`config.mk`:
```
export PLATFORM = sky130hd
export DESIGN_NAME = pix_comp_extract
export DESIGN_NICKNAME = d
export VERILOG_FILES = /design/src/rtl/pce_pkg.sv /design/src/rtl/pce_cfg_regs.sv /design/src/rtl/pce_channel.sv /design/src/rtl/pix_comp_extract.sv
export SDC_FILE = /design/constraint.sdc
export NUM_CORES = 1
export LEC_CHECK = 0
export BUFFER_PORTS_ARGS = -buffer_cell sky130_fd_sc_hd__buf_2
export CORE_MARGIN = 2
export CORE_UTILIZATION = 55
export DETAILED_ROUTE_END_ITERATION = 8
export PLACE_DENSITY_LB_ADDON = 0.3
export SYNTH_ARGS = -nofsm -noshare
export SYNTH_HDL_FRONTEND = slang
export SYNTH_HIERARCHICAL = 1
export SYNTH_SLANG_ARGS = --single-unit
```
`constraint.sdc`:
```
create_clock -name clk -period 8 [get_ports clk]
set_input_delay 0.8 -clock clk [delete_from_list [all_inputs] [get_ports clk]]
set_output_delay 0.8 -clock clk [all_outputs]
set_load 0.005 [all_outputs]
```
`src/rtl/pce_pkg.sv`:
```
package pce_pkg;
  parameter int PIX_BYTES = 4;
  parameter int COMP_W    = 8;
  parameter int LEN_W     = 4;
  parameter int NUM_CH    = 3;

  localparam int PIX_W = PIX_BYTES * 8;
  localparam int POS_W = $clog2(PIX_W);
  localparam int BPP_W = (PIX_BYTES > 1) ? $clog2(PIX_BYTES) : 1;

  // Field positions in the configuration words (software decodes these)
  localparam int FMT_LSB   = 3;
  localparam int DFLT_LSB  = 16;
  localparam int LEN_LSB   = 8;
  localparam int POS_LSB   = 0;

  typedef struct packed {
    logic [COMP_W-1:0] dflt;
    logic [LEN_W-1:0]  len;
    logic [POS_W-1:0]  pos;
  } ch_sel_t;

  // Keep only the bytes inside the programmed pixel width
  function automatic logic [PIX_W-1:0] width_mask(input logic [PIX_W-1:0] w,
                                                  input logic [BPP_W-1:0] nb_m1);
    logic [PIX_W-1:0] m;
    for (int b = 0; b < PIX_BYTES; b++) begin
      m[b*8 +: 8] = (b <= int'(nb_m1)) ? 8'hFF : 8'h00;
    end
    return w & m;
  endfunction

  // Pull out a field and left-align it into the component byte
  function automatic logic [COMP_W-1:0] align_field(input logic [PIX_W-1:0] w,
                                                    input logic [POS_W-1:0] pos,
                                                    input logic [LEN_W-1:0] len);
    logic [PIX_W-1:0] shifted;
    logic [PIX_W-1:0] lmask;
    logic [PIX_W-1:0] field;
    logic [PIX_W-1:0] placed;
    shifted = w >> pos;
    lmask   = (PIX_W'(1) << len) - PIX_W'(1);
    field   = shifted & lmask;
    if (int'(len) >= COMP_W)
      placed = field >> (int'(len) - COMP_W);
    else
      placed = field << (COMP_W - int'(len));
    return placed[COMP_W-1:0];
  endfunction
endpackage

```
`src/rtl/pce_cfg_regs.sv`:
```
module pce_cfg_regs
  import pce_pkg::*;
(
  input  logic                   clk,
  input  logic                   rst_n,
  input  logic                   cfg_wr,
  input  logic [1:0]             cfg_addr,
  input  logic [31:0]            cfg_wdata,
  output logic [BPP_W-1:0]       nb_m1,
  output ch_sel_t [NUM_CH-1:0]   sel
);
  logic fmt_hit;
  logic [NUM_CH-1:0] ch_hit;

  assign fmt_hit = cfg_wr && (cfg_addr == 2'd0);

  for (genvar c = 0; c < NUM_CH; c++) begin : g_dec
    assign ch_hit[c] = cfg_wr && (int'(cfg_addr) == c + 1);
  end

  always_ff @(posedge clk or negedge rst_n) begin
    if (!rst_n) begin
      nb_m1 <= '0;
    end else if (fmt_hit) begin
      nb_m1 <= cfg_wdata[FMT_LSB +: BPP_W];
    end
  end

  for (genvar c = 0; c < NUM_CH; c++) begin : g_ch
    always_ff @(posedge clk or negedge rst_n) begin
      if (!rst_n) begin
        sel[c] <= '0;
      end else if (ch_hit[c]) begin
        sel[c].dflt <= cfg_wdata[DFLT_LSB +: COMP_W];
        sel[c].len  <= cfg_wdata[LEN_LSB +: LEN_W];
        sel[c].pos  <= cfg_wdata[POS_LSB +: POS_W];
      end
    end

    // a channel write lands in that channel's settings
    p_chwrite_r2: assert property (@(posedge clk) disable iff (!rst_n)
      ch_hit[c] |=> (sel[c].len == $past(cfg_wdata[LEN_LSB +: LEN_W]))
                 && (sel[c].dflt == $past(cfg_wdata[DFLT_LSB +: COMP_W])));
  end

  // a format write lands in the width field
  p_fmtwrite_r2: assert property (@(posedge clk) disable iff (!rst_n)
    fmt_hit |=> nb_m1 == $past(cfg_wdata[FMT_LSB +: BPP_W]));

  // with no write the settings do not move
  p_cfg_steady_r2: assert property (@(posedge clk) disable iff (!rst_n)
    !cfg_wr |=> $stable(nb_m1) && $stable(sel));
endmodule

```
`src/rtl/pce_channel.sv`:
```
module pce_channel
  import pce_pkg::*;
(
  input  logic                clk,
  input  logic                rst_n,
  input  logic [PIX_W-1:0]    word,
  input  logic                take,
  input  logic                blank,
  input  ch_sel_t             sel,
  output logic [COMP_W-1:0]   comp
);
  logic               len_zero;
  logic               use_dflt;
  logic [COMP_W-1:0]  extracted;
  logic [COMP_W-1:0]  comp_d;

  assign len_zero  = (sel.len == '0);
  assign use_dflt  = blank || len_zero;
  assign extracted = align_field(word, sel.pos, sel.len);
  assign comp_d    = use_dflt ? sel.dflt : extracted;

  always_ff @(posedge clk or negedge rst_n) begin
    if (!rst_n)    comp <= '0;
    else if (take) comp <= comp_d;
  end

  // blanking or underrun yields the substitute value
  p_blank_dflt_r8: assert property (@(posedge clk) disable iff (!rst_n)
    take && blank |=> comp == $past(sel.dflt));

  // zero-length field yields the substitute value
  p_len0_dflt_r7: assert property (@(posedge clk) disable iff (!rst_n)
    take && len_zero |=> comp == $past(sel.dflt));

  // idle cycles leave the component untouched
  p_hold_r11: assert property (@(posedge clk) disable iff (!rst_n)
    !take |=> $stable(comp));

  // short fields leave the low bits clear
  p_lowfill_r5: assert property (@(posedge clk) disable iff (!rst_n)
    take && !use_dflt && (sel.len == LEN_W'(1)) |=> comp[COMP_W-2:0] == '0);
endmodule

```
`src/rtl/pix_comp_extract.sv`:
```
module pix_comp_extract
  import pce_pkg::*;
(
  input  logic         clk,
  input  logic         rst_n,
  input  logic         cfg_wr,
  input  logic [1:0]   cfg_addr,
  input  logic [31:0]  cfg_wdata,
  input  logic [31:0]  pix_data,
  input  logic         pix_valid,
  input  logic         pix_visible,
  input  logic         pix_underrun,
  output logic [7:0]   out_r,
  output logic [7:0]   out_g,
  output logic [7:0]   out_b,
  output logic         out_valid
);
  logic [BPP_W-1:0]        nb_m1;
  ch_sel_t [NUM_CH-1:0]    sel;
  logic [PIX_W-1:0]        word_m;
  logic                    blank_evt;
  logic [NUM_CH-1:0][COMP_W-1:0] comp;

  pce_cfg_regs u_cfg (
    .clk       (clk),
    .rst_n     (rst_n),
    .cfg_wr    (cfg_wr),
    .cfg_addr  (cfg_addr),
    .cfg_wdata (cfg_wdata),
    .nb_m1     (nb_m1),
    .sel       (sel)
  );

  assign word_m    = width_mask(pix_data[PIX_W-1:0], nb_m1);
  assign blank_evt = !pix_visible || pix_underrun;

  for (genvar c = 0; c < NUM_CH; c++) begin : g_ch
    pce_channel u_ch (
      .clk   (clk),
      .rst_n (rst_n),
      .word  (word_m),
      .take  (pix_valid),
      .blank (blank_evt),
      .sel   (sel[c]),
      .comp  (comp[c])
    );

    // a field lying wholly in masked bytes extracts as zero
    p_masked_zero_r3: assert property (@(posedge clk) disable iff (!rst_n)
      pix_valid && !blank_evt && (sel[c].len != '0)
      && (int'(sel[c].pos) >= 8 * (int'(nb_m1) + 1)) |=> comp[c] == '0);
  end

  always_ff @(posedge clk or negedge rst_n) begin
    if (!rst_n) out_valid <= 1'b0;
    else        out_valid <= pix_valid;
  end

  assign out_r = comp[0];
  assign out_g = comp[1];
  assign out_b = comp[2];

  // valid flag follows the input one cycle later
  p_valid_lat_r10: assert property (@(posedge clk) disable iff (!rst_n)
    pix_valid |=> out_valid);
  p_invalid_lat_r10: assert property (@(posedge clk) disable iff (!rst_n)
    !pix_valid |=> !out_valid);
endmodule

```
==> results.yml <==
routing:
  ant_nets: 0
  drc: 0
  wl_per_cell_um: 26.34
  drt_iter0_markers: 1884
  via_per_inst: 7.487
  routed_wl_um: 49310
  routed-via-count: 14016
  drt_pass1_iterations: 8
synth:
  ys_async_sr_fraction: 1.000
  synth.distinct_cells: 100
  synth_flop_cell: "dfrtp_1"
  yosys_warnings: 6
  synth_edf_count: 0
  synth.avg_cell_area_um2: 9.117
  ys_seq_area_frac: 0.1378
  yosysTopAreaCellShare: 0.1378
  netlist_area_um2: 14170
  syn-num-nets: 1647
  synthesis.instances: 1554
  synth.area.top_cells: "dfrtp_1 (14%), mux4_2 (13%), mux2_2 (7.2%), mux2i_1 (6.7%), mux2_4 (4.0%)"
  yosysMostFrequentCell: "nand2_1"
  synth-seq-cells: 78
  yosysTopAreaCell: "dfrtp_1"
  synthTopCellsByCount: "nand2_1 (141), nor2_1 (104), mux2i_1 (95), mux2_2 (90), mux4_2 (81)"
clocking:
  cts_buffer_depth: 2
  cts_resized: 0
  cts_buffers: 9
  htreeDepth: 3
  postCtsHoldBufs: 0
  postCtsSetupBuffers: 0
  tritoncts: "built"
  cts.sinks: 78
  clock_latency_ns: 0.36
  root_buffer: "clkbuf_16"
  path_clk_slew_ns: 0.06
sta:
  post-route-period-util: 0.5752
  hold_violations: 0
  setup_viol: 0
  tns_ns: 0
  timing.final.ws_setup_ns: 3.399
  slew_viol_final: 0
  relSlewSlack: 0.1982
  grt_setup_unrepaired: "false"
  max_clock_freq_mhz: 217.3
  holdWs_ns: 0.5103
  min_period_ns: 4.601
  clock_skew_ns: 0.01169
  timing_worst_slew_pin_value_ns: 1.203
global_route:
  grt_usage: 0.3585
  grt_remaining_overflow: 0
  antenna_found_initial: 0
  grt_pass1_wl_um: 75250
  grt_pass1_vias: 12921
  grt_max_degree: 79
placement:
  gp_congestion: 1.003
  dp_hpwl_um: 33340
  place_inst: 1856
  pre_cts_ws_ns: 3.586
  port_buffers: 81
  dpl_cell_area_um2: 14160
critical_path:
  path_max_fanout: 25
  cp-start-kind: "flip-flop"
  path_class: "reg2reg"
  crit_arrival_ns: 4.88
  critPathRequiredTime_ns: 8.28
  endpoint_kind: "flip-flop"
power_and_ir_drop:
  clkPwrFrac: 0.123
  p_int_mw: 1.653
  netSwitchingFraction: 0.5064
  ir_drop_v: 0.0001678
  p_leak_nw: 5.705
  comb_power_share: 0.700
  p_per_area_nw_per_um2: 231.8
  p_sw_mw: 1.696
  p_seq_frac: 0.177
finish:
  multi_input_area_um2: 11050
  regArea_um2: 1958
  drive_gt1_frac: 0.2562
  final_nets: 1630
  stdcell_count: 1872
  fin_area_um2: 14450
  syn2layout_area_growth_pct: 1.987
  diodes: 0
  fill_cells: 2284
run:
  max_cap_viol_count: 0
floorplan:
  core-area_um2: 25250
  initial_core_util: 0.5610
  dieArea_um2: 27060
  ioPinCount: 97
  die_h_um: 164.5
  die_x_um: 164.5
  rows: 58
min_path:
  hold_path_class: "reg2reg"
outcome:
  status: "finished clean"
## cell type report
type | count | share of cell area
inverter | 36 | 0.009352
clock buffer | 9 | 0.01559
sequential | 78 | 0.1355
multi-input combinational | 1305 | 0.7647
clock inverter | 7 | 0.004503
timing repair buffer | 107 | 0.04174
tap | 330 | 0.02858
## final timing paths
| kind | start | endpoint | slack [ns] | cells past startpoint |
|---|---|---|---|---|
| max | u_cfg/sel[5] | g_ch[0].u_ch/comp[5] | 3.40 | 12 |
| min | u_cfg/sel[19] | u_cfg/sel[19] | 0.51 | 1 |
| max reg2reg | u_cfg/sel[5] | g_ch[0].u_ch/comp[5] | 3.40 | 12 |
| min reg2reg | u_cfg/sel[19] | u_cfg/sel[19] | 0.51 | 1 |
| max in group asynchronous | rst_n | u_cfg/sel[35] | 6.63 | 1 |
| min in group asynchronous | rst_n | g_ch[1].u_ch/comp[2] | 0.58 | 1 |
## kinds of logic (layout without fill, tap and decap cells)
family | Yosys count | after routing | synth area share
AOI/OAI and AO/OA | 442 | 442 | 0.2313
adders and majority gates | 21 | 21 | 0.01855
buffers and inverters | 171 | 159 | 0.08231
and+or+nand+nor | 513 | 513 | 0.1871
xor gates and xnor gates | 9 | 9 | 0.005564
DFF | 78 | 78 | 0.1378
muxes | 320 | 320 | 0.3374
## power groups by stage
stage / logic, mW / clock network, mW / registers [mW]
floorplan: 1.84 / 0 / 0.535
global placement: 2.25 / 0 / 0.594
detailed placement: 2.26 / 0 / 0.597
CTS: 2.27 / 0.419 / 0.590
global route: 2.49 / 0.438 / 0.606
finish: 2.34 / 0.411 / 0.594
## registers in the layout, indices dropped and copies added, names as in the netlist
register        count
u_cfg/sel          51
u_cfg/nb_m1         2
out_valid           1
g_ch.u_ch/comp     24
## worst max-delay path: stages (launching register included)
cell,delay [ns]
dfrtp_1,0.68
inv_1,0.56
ha_1,0.32
ha_1,0.47
nand2_1,0.18
ha_1,0.38
nor3b_1,0.23
o32ai_1,0.42
o21ai_0,0.27
o41a_1,0.50
o221a_1,0.24
o211a_1,0.13
a21oi_1,0.14
## placed cells by master (no fill, tap or decap), drive strengths merged, types with 36 or more instances in the layout
master | Yosys | routed
o22ai | 40 | 40
a21oi | 64 | 64
inv | 32 | 36
mux2 | 128 | 128
nor3 | 42 | 42
mux2i | 95 | 95
mux4 | 97 | 97
nand2b | 40 | 40
dfrtp | 78 | 78
o21ai | 58 | 58
nand3 | 37 | 37
nand2 | 141 | 141
buf | 64 | 107
nor2 | 104 | 104
## metrics by stage
stage	power (mW)	utilization
after floorplan	2.379	-
after global placement	2.846	0.5606
after detailed placement	2.860	0.5606
after CTS	3.284	0.5721
after global routing	3.533	0.5721
final	3.350	0.5721
## per-layer routing
metal	vias to the layer above	wire (um)	track usage
met4	0	2441	0.1538
met2	1032	21970	0.5567
met3	184	5693	0.08162
li1	6119	-	-
met5	-	0	0
met1	6681	19210	0.4804
No activity file was read; power rests on OpenSTA's default activity.
